===== config.mk =====
export PLATFORM = sky130hd
export DESIGN_NAME = pwr_stamp_top
export DESIGN_NICKNAME = d
export VERILOG_FILES = /design/src/rtl/pfts_pkg.sv /design/src/rtl/pfts_sync.sv /design/src/rtl/pfts_seq.sv /design/src/rtl/pfts_regs.sv /design/src/rtl/pwr_stamp_top.sv
export SDC_FILE = /design/constraint.sdc
export NUM_CORES = 1
export LEC_CHECK = 0
export ABC_AREA = 1
export BUFFER_PORTS_ARGS = -buffer_cell sky130_fd_sc_hd__clkbuf_2
export CAP_MARGIN = 0
export CORE_MARGIN = 2
export CORE_UTILIZATION = 55
export DETAILED_ROUTE_END_ITERATION = 10
export PLACE_DENSITY = 0.85
export SLEW_MARGIN = 20
export SYNTH_ARGS = -nofsm -noshare
export SYNTH_HDL_FRONTEND = slang
export SYNTH_SLANG_ARGS = --single-unit

===== constraint.sdc =====
create_clock -name clk -period 2.04 [get_ports clk]
set_input_delay 0.204 -clock clk [delete_from_list [all_inputs] [get_ports clk]]
set_output_delay 0.204 -clock clk [all_outputs]
set_load 0.1 [all_outputs]

===== src/rtl/pfts_pkg.sv =====
package pfts_pkg;

    localparam int STAMP_BYTES = 4;
    localparam int STAMP_SETS  = 2;

    typedef logic [STAMP_BYTES-1:0][7:0] stamp_t;

    typedef enum logic [1:0] {
        S_MAIN     = 2'd0,
        S_CAP_DOWN = 2'd1,
        S_BATT     = 2'd2,
        S_CAP_UP   = 2'd3
    } pf_state_t;

endpackage


===== src/rtl/pfts_sync.sv =====
module pfts_sync #(
    parameter int   STAGES  = 2,
    parameter logic RST_VAL = 1'b1
) (
    input  logic clk,
    input  logic rst_n,
    input  logic d_i,
    output logic q_o
);
    logic [STAGES-1:0] chain_q;

    generate
        if (STAGES == 1) begin : g_one
            always_ff @(posedge clk or negedge rst_n) begin
                if (!rst_n) chain_q <= RST_VAL;
                else        chain_q <= d_i;
            end
        end else begin : g_many
            always_ff @(posedge clk or negedge rst_n) begin
                if (!rst_n) chain_q <= {STAGES{RST_VAL}};
                else        chain_q <= {chain_q[STAGES-2:0], d_i};
            end
        end
    endgenerate

    assign q_o = chain_q[STAGES-1];
endmodule


===== src/rtl/pfts_seq.sv =====
module pfts_seq
    import pfts_pkg::*;
(
    input  logic clk,
    input  logic rst_n,
    input  logic sg_s_i,
    input  logic osc_run_i,
    output logic cap_down_o,
    output logic cap_up_o,
    output logic set_flag_o,
    output logic on_batt_o
);
    pf_state_t state_q, state_d;

    // state register
    always_ff @(posedge clk or negedge rst_n) begin
        if (!rst_n) state_q <= S_MAIN;
        else        state_q <= state_d;
    end

    // next-state logic
    always_comb begin
        state_d = state_q;
        unique case (state_q)
            S_MAIN:     if (!sg_s_i) state_d = S_CAP_DOWN;
            S_CAP_DOWN: state_d = S_BATT;
            S_BATT:     if (sg_s_i)  state_d = S_CAP_UP;
            S_CAP_UP:   state_d = S_MAIN;
        endcase
    end

    // outputs
    always_comb begin
        cap_down_o = 1'b0;
        cap_up_o   = 1'b0;
        set_flag_o = 1'b0;
        on_batt_o  = 1'b1;
        unique case (state_q)
            S_MAIN:     on_batt_o = 1'b0;
            S_CAP_DOWN: begin
                cap_down_o = osc_run_i;
                set_flag_o = 1'b1;
            end
            S_BATT:     ;
            S_CAP_UP:   cap_up_o = osc_run_i;
        endcase
    end

    // a low synchronised level on main power enters the capture state
    a_r11_fall_to_capture: assert property (@(posedge clk) disable iff (!rst_n)
        (state_q == S_MAIN && !sg_s_i) |=> (state_q == S_CAP_DOWN));

    // a high synchronised level on backup enters the power-up capture
    a_r4_rise_to_capture: assert property (@(posedge clk) disable iff (!rst_n)
        (state_q == S_BATT && sg_s_i) |=> (state_q == S_CAP_UP));

    // capture states last a single cycle
    a_r8_single_capture: assert property (@(posedge clk) disable iff (!rst_n)
        (state_q == S_CAP_DOWN) |=> (state_q == S_BATT));
endmodule


===== src/rtl/pfts_regs.sv =====
module pfts_regs
    import pfts_pkg::*;
#(
    parameter int ADDR_W    = 8,
    parameter int DOWN_BASE = 'h18,
    parameter int UP_BASE   = 'h1C,
    parameter int FLAG_ADDR = 'h03,
    parameter int FLAG_BIT  = 4
) (
    input  logic                    clk,
    input  logic                    rst_n,
    input  stamp_t                  live_i,
    input  logic                    cap_down_i,
    input  logic                    cap_up_i,
    input  logic                    set_flag_i,
    input  logic                    on_batt_i,
    input  logic                    bus_sel_i,
    input  logic                    bus_wr_i,
    input  logic [ADDR_W-1:0]       bus_addr_i,
    input  logic [7:0]              bus_wdata_i,
    output logic [7:0]              bus_rdata_o,
    output logic                    flag_o,
    output logic                    clr_o,
    output stamp_t [STAMP_SETS-1:0] stamps_o
);
    localparam logic [ADDR_W-1:0] FLAG_A = ADDR_W'(FLAG_ADDR);

    stamp_t [STAMP_SETS-1:0] stamp_q;
    logic [STAMP_SETS-1:0]   cap_vec;
    logic                    flag_q;
    logic                    host_ok;
    logic                    clr_evt;

    function automatic logic [ADDR_W-1:0] slot_addr(input int g, input int b);
        return ADDR_W'(((g == 0) ? DOWN_BASE : UP_BASE) + b);
    endfunction

    assign cap_vec = {cap_up_i, cap_down_i};
    assign host_ok = bus_sel_i && !on_batt_i;
    assign clr_evt = host_ok && bus_wr_i && (bus_addr_i == FLAG_A)
                     && !bus_wdata_i[FLAG_BIT];

    generate
        for (genvar g = 0; g < STAMP_SETS; g++) begin : g_set
            always_ff @(posedge clk or negedge rst_n) begin
                if (!rst_n)          stamp_q[g] <= '0;
                else if (clr_evt)    stamp_q[g] <= '0;
                else if (cap_vec[g]) stamp_q[g] <= live_i;
            end
        end
    endgenerate

    always_ff @(posedge clk or negedge rst_n) begin
        if (!rst_n)          flag_q <= 1'b0;
        else if (set_flag_i) flag_q <= 1'b1;
        else if (clr_evt)    flag_q <= 1'b0;
    end

    always_comb begin
        bus_rdata_o = '0;
        if (host_ok && !bus_wr_i) begin
            if (bus_addr_i == FLAG_A) bus_rdata_o[FLAG_BIT] = flag_q;
            for (int g = 0; g < STAMP_SETS; g++) begin
                for (int b = 0; b < STAMP_BYTES; b++) begin
                    if (bus_addr_i == slot_addr(g, b)) bus_rdata_o = stamp_q[g][b];
                end
            end
        end
    end

    assign flag_o   = flag_q;
    assign clr_o    = clr_evt;
    assign stamps_o = stamp_q;

    // never two captures at once
    a_r2_onehot_capture: assert property (@(posedge clk) disable iff (!rst_n)
        $onehot0({cap_up_i, cap_down_i}));

    // the sequencer's flag request shows up in the flag register
    a_r3_flag_set: assert property (@(posedge clk) disable iff (!rst_n)
        set_flag_i |=> flag_q);

    // a clearing write leaves flag and all snapshots zero
    a_r5_clear_all: assert property (@(posedge clk) disable iff (!rst_n)
        clr_evt |=> (!flag_q && stamp_q == '0));

    // host writes on backup power never move the flag
    a_r7_write_blocked: assert property (@(posedge clk) disable iff (!rst_n)
        (on_batt_i && bus_sel_i && bus_wr_i && !set_flag_i) |=> (flag_q == $past(flag_q)));
endmodule


===== src/rtl/pwr_stamp_top.sv =====
module pwr_stamp_top
    import pfts_pkg::*;
#(
    parameter int SYNC_STAGES = 2,
    parameter int ADDR_W      = 8,
    parameter int DOWN_BASE   = 'h18,
    parameter int UP_BASE     = 'h1C,
    parameter int FLAG_ADDR   = 'h03,
    parameter int FLAG_BIT    = 4
) (
    input  logic              clk,
    input  logic              rst_n,
    input  logic              supply_good_i,
    input  logic              osc_run_i,
    input  logic [7:0]        min_i,
    input  logic [7:0]        hour_i,
    input  logic [7:0]        date_i,
    input  logic [7:0]        month_i,
    input  logic              bus_sel_i,
    input  logic              bus_wr_i,
    input  logic [ADDR_W-1:0] bus_addr_i,
    input  logic [7:0]        bus_wdata_i,
    output logic [7:0]        bus_rdata_o,
    output logic              bus_rej_o,
    output logic              batt_flag_o,
    output logic              on_batt_o
);
    logic                    sg_s;
    logic                    cap_down, cap_up, set_flag, on_batt;
    logic                    clr_evt;
    stamp_t                  live;
    stamp_t [STAMP_SETS-1:0] stamps;

    assign live = {month_i, date_i, hour_i, min_i};

    pfts_sync #(.STAGES(SYNC_STAGES), .RST_VAL(1'b1)) u_sync (
        .clk   (clk),
        .rst_n (rst_n),
        .d_i   (supply_good_i),
        .q_o   (sg_s)
    );

    pfts_seq u_seq (
        .clk        (clk),
        .rst_n      (rst_n),
        .sg_s_i     (sg_s),
        .osc_run_i  (osc_run_i),
        .cap_down_o (cap_down),
        .cap_up_o   (cap_up),
        .set_flag_o (set_flag),
        .on_batt_o  (on_batt)
    );

    pfts_regs #(
        .ADDR_W    (ADDR_W),
        .DOWN_BASE (DOWN_BASE),
        .UP_BASE   (UP_BASE),
        .FLAG_ADDR (FLAG_ADDR),
        .FLAG_BIT  (FLAG_BIT)
    ) u_regs (
        .clk         (clk),
        .rst_n       (rst_n),
        .live_i      (live),
        .cap_down_i  (cap_down),
        .cap_up_i    (cap_up),
        .set_flag_i  (set_flag),
        .on_batt_i   (on_batt),
        .bus_sel_i   (bus_sel_i),
        .bus_wr_i    (bus_wr_i),
        .bus_addr_i  (bus_addr_i),
        .bus_wdata_i (bus_wdata_i),
        .bus_rdata_o (bus_rdata_o),
        .flag_o      (batt_flag_o),
        .clr_o       (clr_evt),
        .stamps_o    (stamps)
    );

    assign on_batt_o = on_batt;
    assign bus_rej_o = bus_sel_i && on_batt;

    // with the oscillator stopped and no clear, snapshots hold
    a_r6_hold_without_osc: assert property (@(posedge clk) disable iff (!rst_n)
        (!osc_run_i && !clr_evt) |=> (stamps == $past(stamps)));

    // a refused access never returns data
    a_r7_reads_blocked: assert property (@(posedge clk) disable iff (!rst_n)
        bus_rej_o |-> (bus_rdata_o == 8'h00));
endmodule


# --- After elaboration in Yosys (flattened, before gate mapping) ---
# Index checks and enable logic that the tools add are counted.
op_classes:
  n_eq_ne: 14
  div_mod_pow: 0
  mux: 23
  shift: 0
  multipliers: 0
  n_lt_le_gt_ge: 0
  n_addsub: 0
  n_reduce_logical: 13
  bitwise: 0
ops:
  columns: ["cell", "count"]
  rows:
  - ["32-bit 2-to-1 mux", 4]
  - ["8-bit 2-to-1 mux", 9]
  - ["8-bit by 5-bit equality test with 1-bit output (second input constant)", 8]
  - ["8-bit by 2-bit equality test with 1-bit output (second input constant)", 1]
  - ["2-bit case mux with 4 select lines", 1]
  - ["1-bit 2-to-1 mux", 7]
  - ["1-bit logical AND", 6]
  - ["2-bit nonzero test", 3]
  - ["2-bit equality test (second input constant)", 2]
  - ["2-bit 2-to-1 mux", 2]
  - ["2-bit != test (second input constant)", 2]
  - ["2-bit by 1-bit equality test with 1-bit output (second input constant)", 1]
  - ["1-bit zero test", 2]
  - ["2-bit zero test", 1]
  - ["2-bit AND reduction", 1]
word_totals:
  rom_bits: 0
  in_bits: 54
  memories: 0
  ram_bits: 0
  regBits: 69
  latchBits: 0
  word_cells: 61
  output_inout_bits: 11

# --- Depth between registers and ports, before layout ---
logic_depth:
  ltp_word: 11
  ltp_mapped: 12
  depth_no_buf: 11

# --- Hierarchy ---
# From an unflattened synthesis, not the netlist that was laid out.
unflattened:
  hier_cells: 545
  hier_area_um2: 3694.8
by_module_without_submodules:
  columns: ["module", "instances", "cells_per_inst", "area_each_um2", "seq_area_each_um2"]
  rows:
  - ["pfts_regs", 1, 515, 3449.6, 1626.6]
  - ["pfts_seq", 1, 26, 185.2, 50.0]
  - ["pfts_sync", 1, 2, 52.6, 52.6]
  - ["pwr_stamp_top", 1, 2, 7.5, 0.0]

# --- Worst setup path before layout ---
# Ideal clock, no wire load.
synth_timing:
  kind: "register to output"
  start: "reg u_regs.flag_q, in the netlist u_regs.flag_o"
  end: "out bus_rdata_o[4]"
  required_ns: 1.836
  arrival_time_ns: 1.971
  path_slack_ns: -0.135
  path_stages_with_launch: 9
  path_cell_list: "dfrtp_1 -> nand3_1 -> nand2_1 -> nor2_1 -> nand3_1 -> nand2_1 -> nand3_1 -> nand2_1 -> inv_1"
synth_between:
  elab_chain_len: 10
synth_lines:
  columns: ["element", "line_no", "text"]
  rows:
  - ["start: declaration", "pfts_regs.sv:30", "logic flag_q;"]
  - ["start signal: assignment", "pfts_regs.sv:54", "if (!rst_n) flag_q <= 1'b0;"]
  - ["start signal: assignment", "pfts_regs.sv:55", "else if (set_flag_i) flag_q <= 1'b1;"]
  - ["start signal: assignment", "pfts_regs.sv:56", "else if (clr_evt) flag_q <= 1'b0;"]
  - ["1-bit 2-to-1 mux", "pfts_regs.sv:62", "if (bus_addr_i == FLAG_A) bus_rdata_o[FLAG_BIT] = flag_q;"]
  - ["8-bit 2-to-1 mux (8 in a row)", "pfts_regs.sv:65", "if (bus_addr_i == slot_addr(g, b)) bus_rdata_o = stamp_q[g][b];"]
  - ["8-bit 2-to-1 mux", "pfts_regs.sv:61", "if (host_ok && !bus_wr_i) begin"]
  - ["end: declaration", "pwr_stamp_top.sv:23", "output logic [7:0] bus_rdata_o,"]
# No other way between the ends.

# --- Final worst setup path ---
layout_timing:
  start: "reg u_seq.state_q[0]"
  end: "out bus_rdata_o[6]"
layout_between:
  elab_chain_len: 4
layout_lines:
  columns: ["element", "line_no", "text"]
  rows:
  - ["start: declaration", "pfts_seq.sv:13", "pf_state_t state_q, state_d;"]
  - ["start signal: assignment", "pfts_seq.sv:18", "else state_q <= state_d;"]
  - ["2-bit zero test", "pfts_seq.sv:38", "unique case (state_q)"]
  - ["1-bit logical AND", "pfts_regs.sv:39", "assign host_ok = bus_sel_i && !on_batt_i;"]
  - ["1-bit logical AND", "pfts_regs.sv:61", null]
  - ["8-bit 2-to-1 mux", "pfts_regs.sv:61", null]
# No other way between the ends.

==> results.md <==
* Power Total at 5.02 mW
* Post-synth top area cell: dfrtp_1
* Synth top area share at 0.446
* Final hold vios at 0
* Grt ovf at 0
* Via count at 3676
* Final setup viols at 0
* Clk slew on worst S/H paths at 0.08 ns
* Diodes inserted at 0
* DR iter-0 viols at 401
* Max Fclk at 504 MHz
* Leakage power total at 2.67 nW
* Final ANT Viol Nets at 0
* RD Place Congestion at 0.897
* Area after DPL at 4240 um2
* Worst-skew pair later-pin latency at 0.36 ns
* Port Buf Inserts at 57
* IO Pins at 65
* Final min period at 1.99 ns
* Share of cells above drive strength 1 at 0.207
* Slew @ Worst Pin at 0.571 ns
* Status: finished, final reports clean
* Worst path required time at 1.84 ns
* Hold Crit Class: primary input to flip-flop
* Max clock buf depth at 2
* CP startpoint kind: flip-flop
* Multi-input combinational cell area at 1650 um2
* Relative slew slack at 0.619
* Hold_ws at 0.140 ns
* Root buffer cell: clkbuf_8
* Die Width at 86.7 um
* TritonCTS clock tree: built
* CP Max Fanout at 8
* Number of library cell types mapped by synthesis at 29
* Synth warnings at 0
* H-tree levels at 3
* Total Wirelength at 9.90 mm
* Netlist Area Pre-Place at 3760 um2
* Clock Skew at 0.00641 ns
* Total GRT Usage at 0.275
* Routed WL per cell at 14.4 um
* Fill cell count at 548
* Die Ht at 86.7 um
* Max-Cap Viols at 0
* Vias in the first global route at 3371
* Slew Limit Fails at 0
* Setup TNS at 0 ns
* Core Area at 6720 um2
* Clock Sinks at 69
* Initial Util at 0.559
* Pwr per Cell Area at 1110 nW/um2
* Total CTS buffers at 9
* Synthesized instance count at 535
* Seq/Total Area, Yosys at 0.460
* Post-Layout Inst Area at 4550 um2
* Detailed Routing Iterations Pass 1 at 5
* Final Cycle Share at 0.973
* Net Count, Synth at 593
* Initial antenna violation count at 0
* Post-synthesis sequential element count at 69
* Area taken by flip-flops and latches at 1730 um2
* DR vias/cell at 5.34
* Largest net degree at the start of global routing at 40
* CP arrival at 1.78 ns
* Die Area at 7510 um2
* Row count at 30
* First-pass GRT wire length at 16.0 mm
* Ranking of synthesized cells by area: dfrtp_1 45%, nand2_1 24%, inv_1 6.9%
* Critical path type: flip-flop to output port
* Setup crit end kind: output port
* Detailed Place HPWL at 6.64 mm
* DR DRC count at 0
* Final #Nets at 661
* Final core occ at 0.677
* Max VDD drop at 0.480 mV
* Area growth syn-to-layout at 20.9%
* Mean post-synth cell area at 7.03 um2
[cell usage after synthesis, drive strengths merged]
| cell type | number |
|---|---|
| and3 | 1 |
| or2 | 1 |
| nand4 | 7 |
| nor3b | 1 |
| dfstp | 2 |
| buf | 19 |
| nand2 | 244 |
| nor2 | 50 |
| o21ai | 9 |
| a21o | 1 |
| clkbuf | 1 |
| nor4 | 1 |
| nand3b | 2 |
| inv | 74 |
| nand3 | 41 |
| dfrtp | 67 |
| o21bai | 2 |
| ha | 4 |
| a21oi | 8 |
[worst max-delay path, stage by stage, from the launching register on]
cell and delay [ns]:
dfrtp_1 0.40, inv_2 0.10, ha_4 0.15, nand2_2 0.05, nor2_2 0.11, buf_6 0.15, o21ai_1 0.08, inv_1 0.06
nand2_1 0.07, inv_2 0.07, buf_12 0.16
[cell families after synthesis]
family | count (synthesis) | synth area share
flops | 69 | 0.460
compound gates | 20 | 0.0286
fa+ha+maj | 4 | 0.0133
buf+inv | 94 | 0.112
simple gates | 348 | 0.386
[where the power goes]
group / internal (mW) / switching (mW) / leakage, nW / total [mW]
clock: 0.606 / 0.568 / 0.0955 / 1.17
combinational: 0.528 / 0.953 / 1.71 / 1.48
sequential: 1.97 / 0.401 / 0.857 / 2.37
total: 3.10 / 1.92 / 2.67 / 5.02
[stage by stage]
step                worst slack (ns)  cells
floorplan                     0.0479    535
global placement               0.213    665
detailed placement             0.104    665
CTS                          0.00877    685
global route                 -0.0251    688
finish                        0.0549    688
[registers in the layout, summed over array words and instances, names as in the netlist]
name	flops
u_regs.stamps_o	64
u_seq.state_q	2
u_sync.chain_q	2
u_regs.flag_o	1
[what timing repair did]
action | CTS | global route
endpoints found under the hold margin | 68 | 0
hold buffers | 2 | 0
setup endpoints to repair | 8 | 71
pin swaps | 0 | 1
cloned | 0 | 0
gates resized for setup | 3 | 24
buffers inserted | 2 | 3
[worst paths after layout]
kind / from / endpoint / slack (ns) / cells past startpoint
setup / recovery: u_seq.state_q[0]$_DFFE_PN0P_ / bus_rdata_o[6] / 0.05 / 10
hold / removal: date_i[1] / u_regs.stamps_o[49]$_DFFE_PN0P_ / 0.14 / 5
setup reg to reg: u_seq.state_q[0]$_DFFE_PN0P_ / u_regs.stamps_o[63]$_DFFE_PN0P_ / 0.14 / 10
hold reg to reg: u_sync.chain_q[0]$_DFF_PN1_ / u_sync.chain_q[1]$_DFF_PN1_ / 0.37 / 0
max in group asynchronous: rst_n / u_sync.chain_q[1]$_DFF_PN1_ / 1.22 / 3
min in group asynchronous: rst_n / u_regs.stamps_o[4]$_DFFE_PN0P_ / 0.40 / 3
[metal layers]
metal | part of all wire | vias up | track usage
met1 | 0.42 | 1721 | 0.381
met4 | 0.022 | 0 | 0.121
met3 | 0.085 | 26 | 0.0648
li1 | - | 1743 | -
met5 | 0 | - | 0
met2 | 0.47 | 186 | 0.414
[cell usage in the layout (no fill, tap or decap)]
cell type / count
o21ai_2: 1
a21oi_1: 8
nor2_4: 2
dlygate4sd3_1: 2
inv_2: 13
buf_12: 9
inv_1: 59
nand2_4: 2
nand4_1: 6
dfstp_2: 2
nand3_1: 41
ha_4: 1
ha_1: 3
o21ai_0: 1
nor4_4: 1
nand3b_1: 2
clkbuf_8: 10
o21bai_1: 2
inv_4: 2
nor2_2: 5
clkinvlp_4: 3
nand2_2: 3
buf_4: 16
buf_6: 1
bufinv_16: 1
nor2_1: 43
nand4_4: 1
clkbuf_2: 49
o21ai_1: 7
nand2_1: 239
dfrtp_1: 66
a21o_1: 1
inv_6: 2
and3_1: 1
nor3b_1: 1
dfrtp_2: 1
or2_2: 1
[final cells by class]
| cell class | instances | area share |
|---|---|---|
| multi-input combinational | 372 | 0.363 |
| timing repair buffer | 77 | 0.127 |
| clock buffer | 10 | 0.0303 |
| clock inverter | 6 | 0.0154 |
| sequential | 69 | 0.381 |
| tap | 80 | 0.0220 |
| inverter | 74 | 0.0622 |
Note: power is estimated with default switching activity, not from simulation.
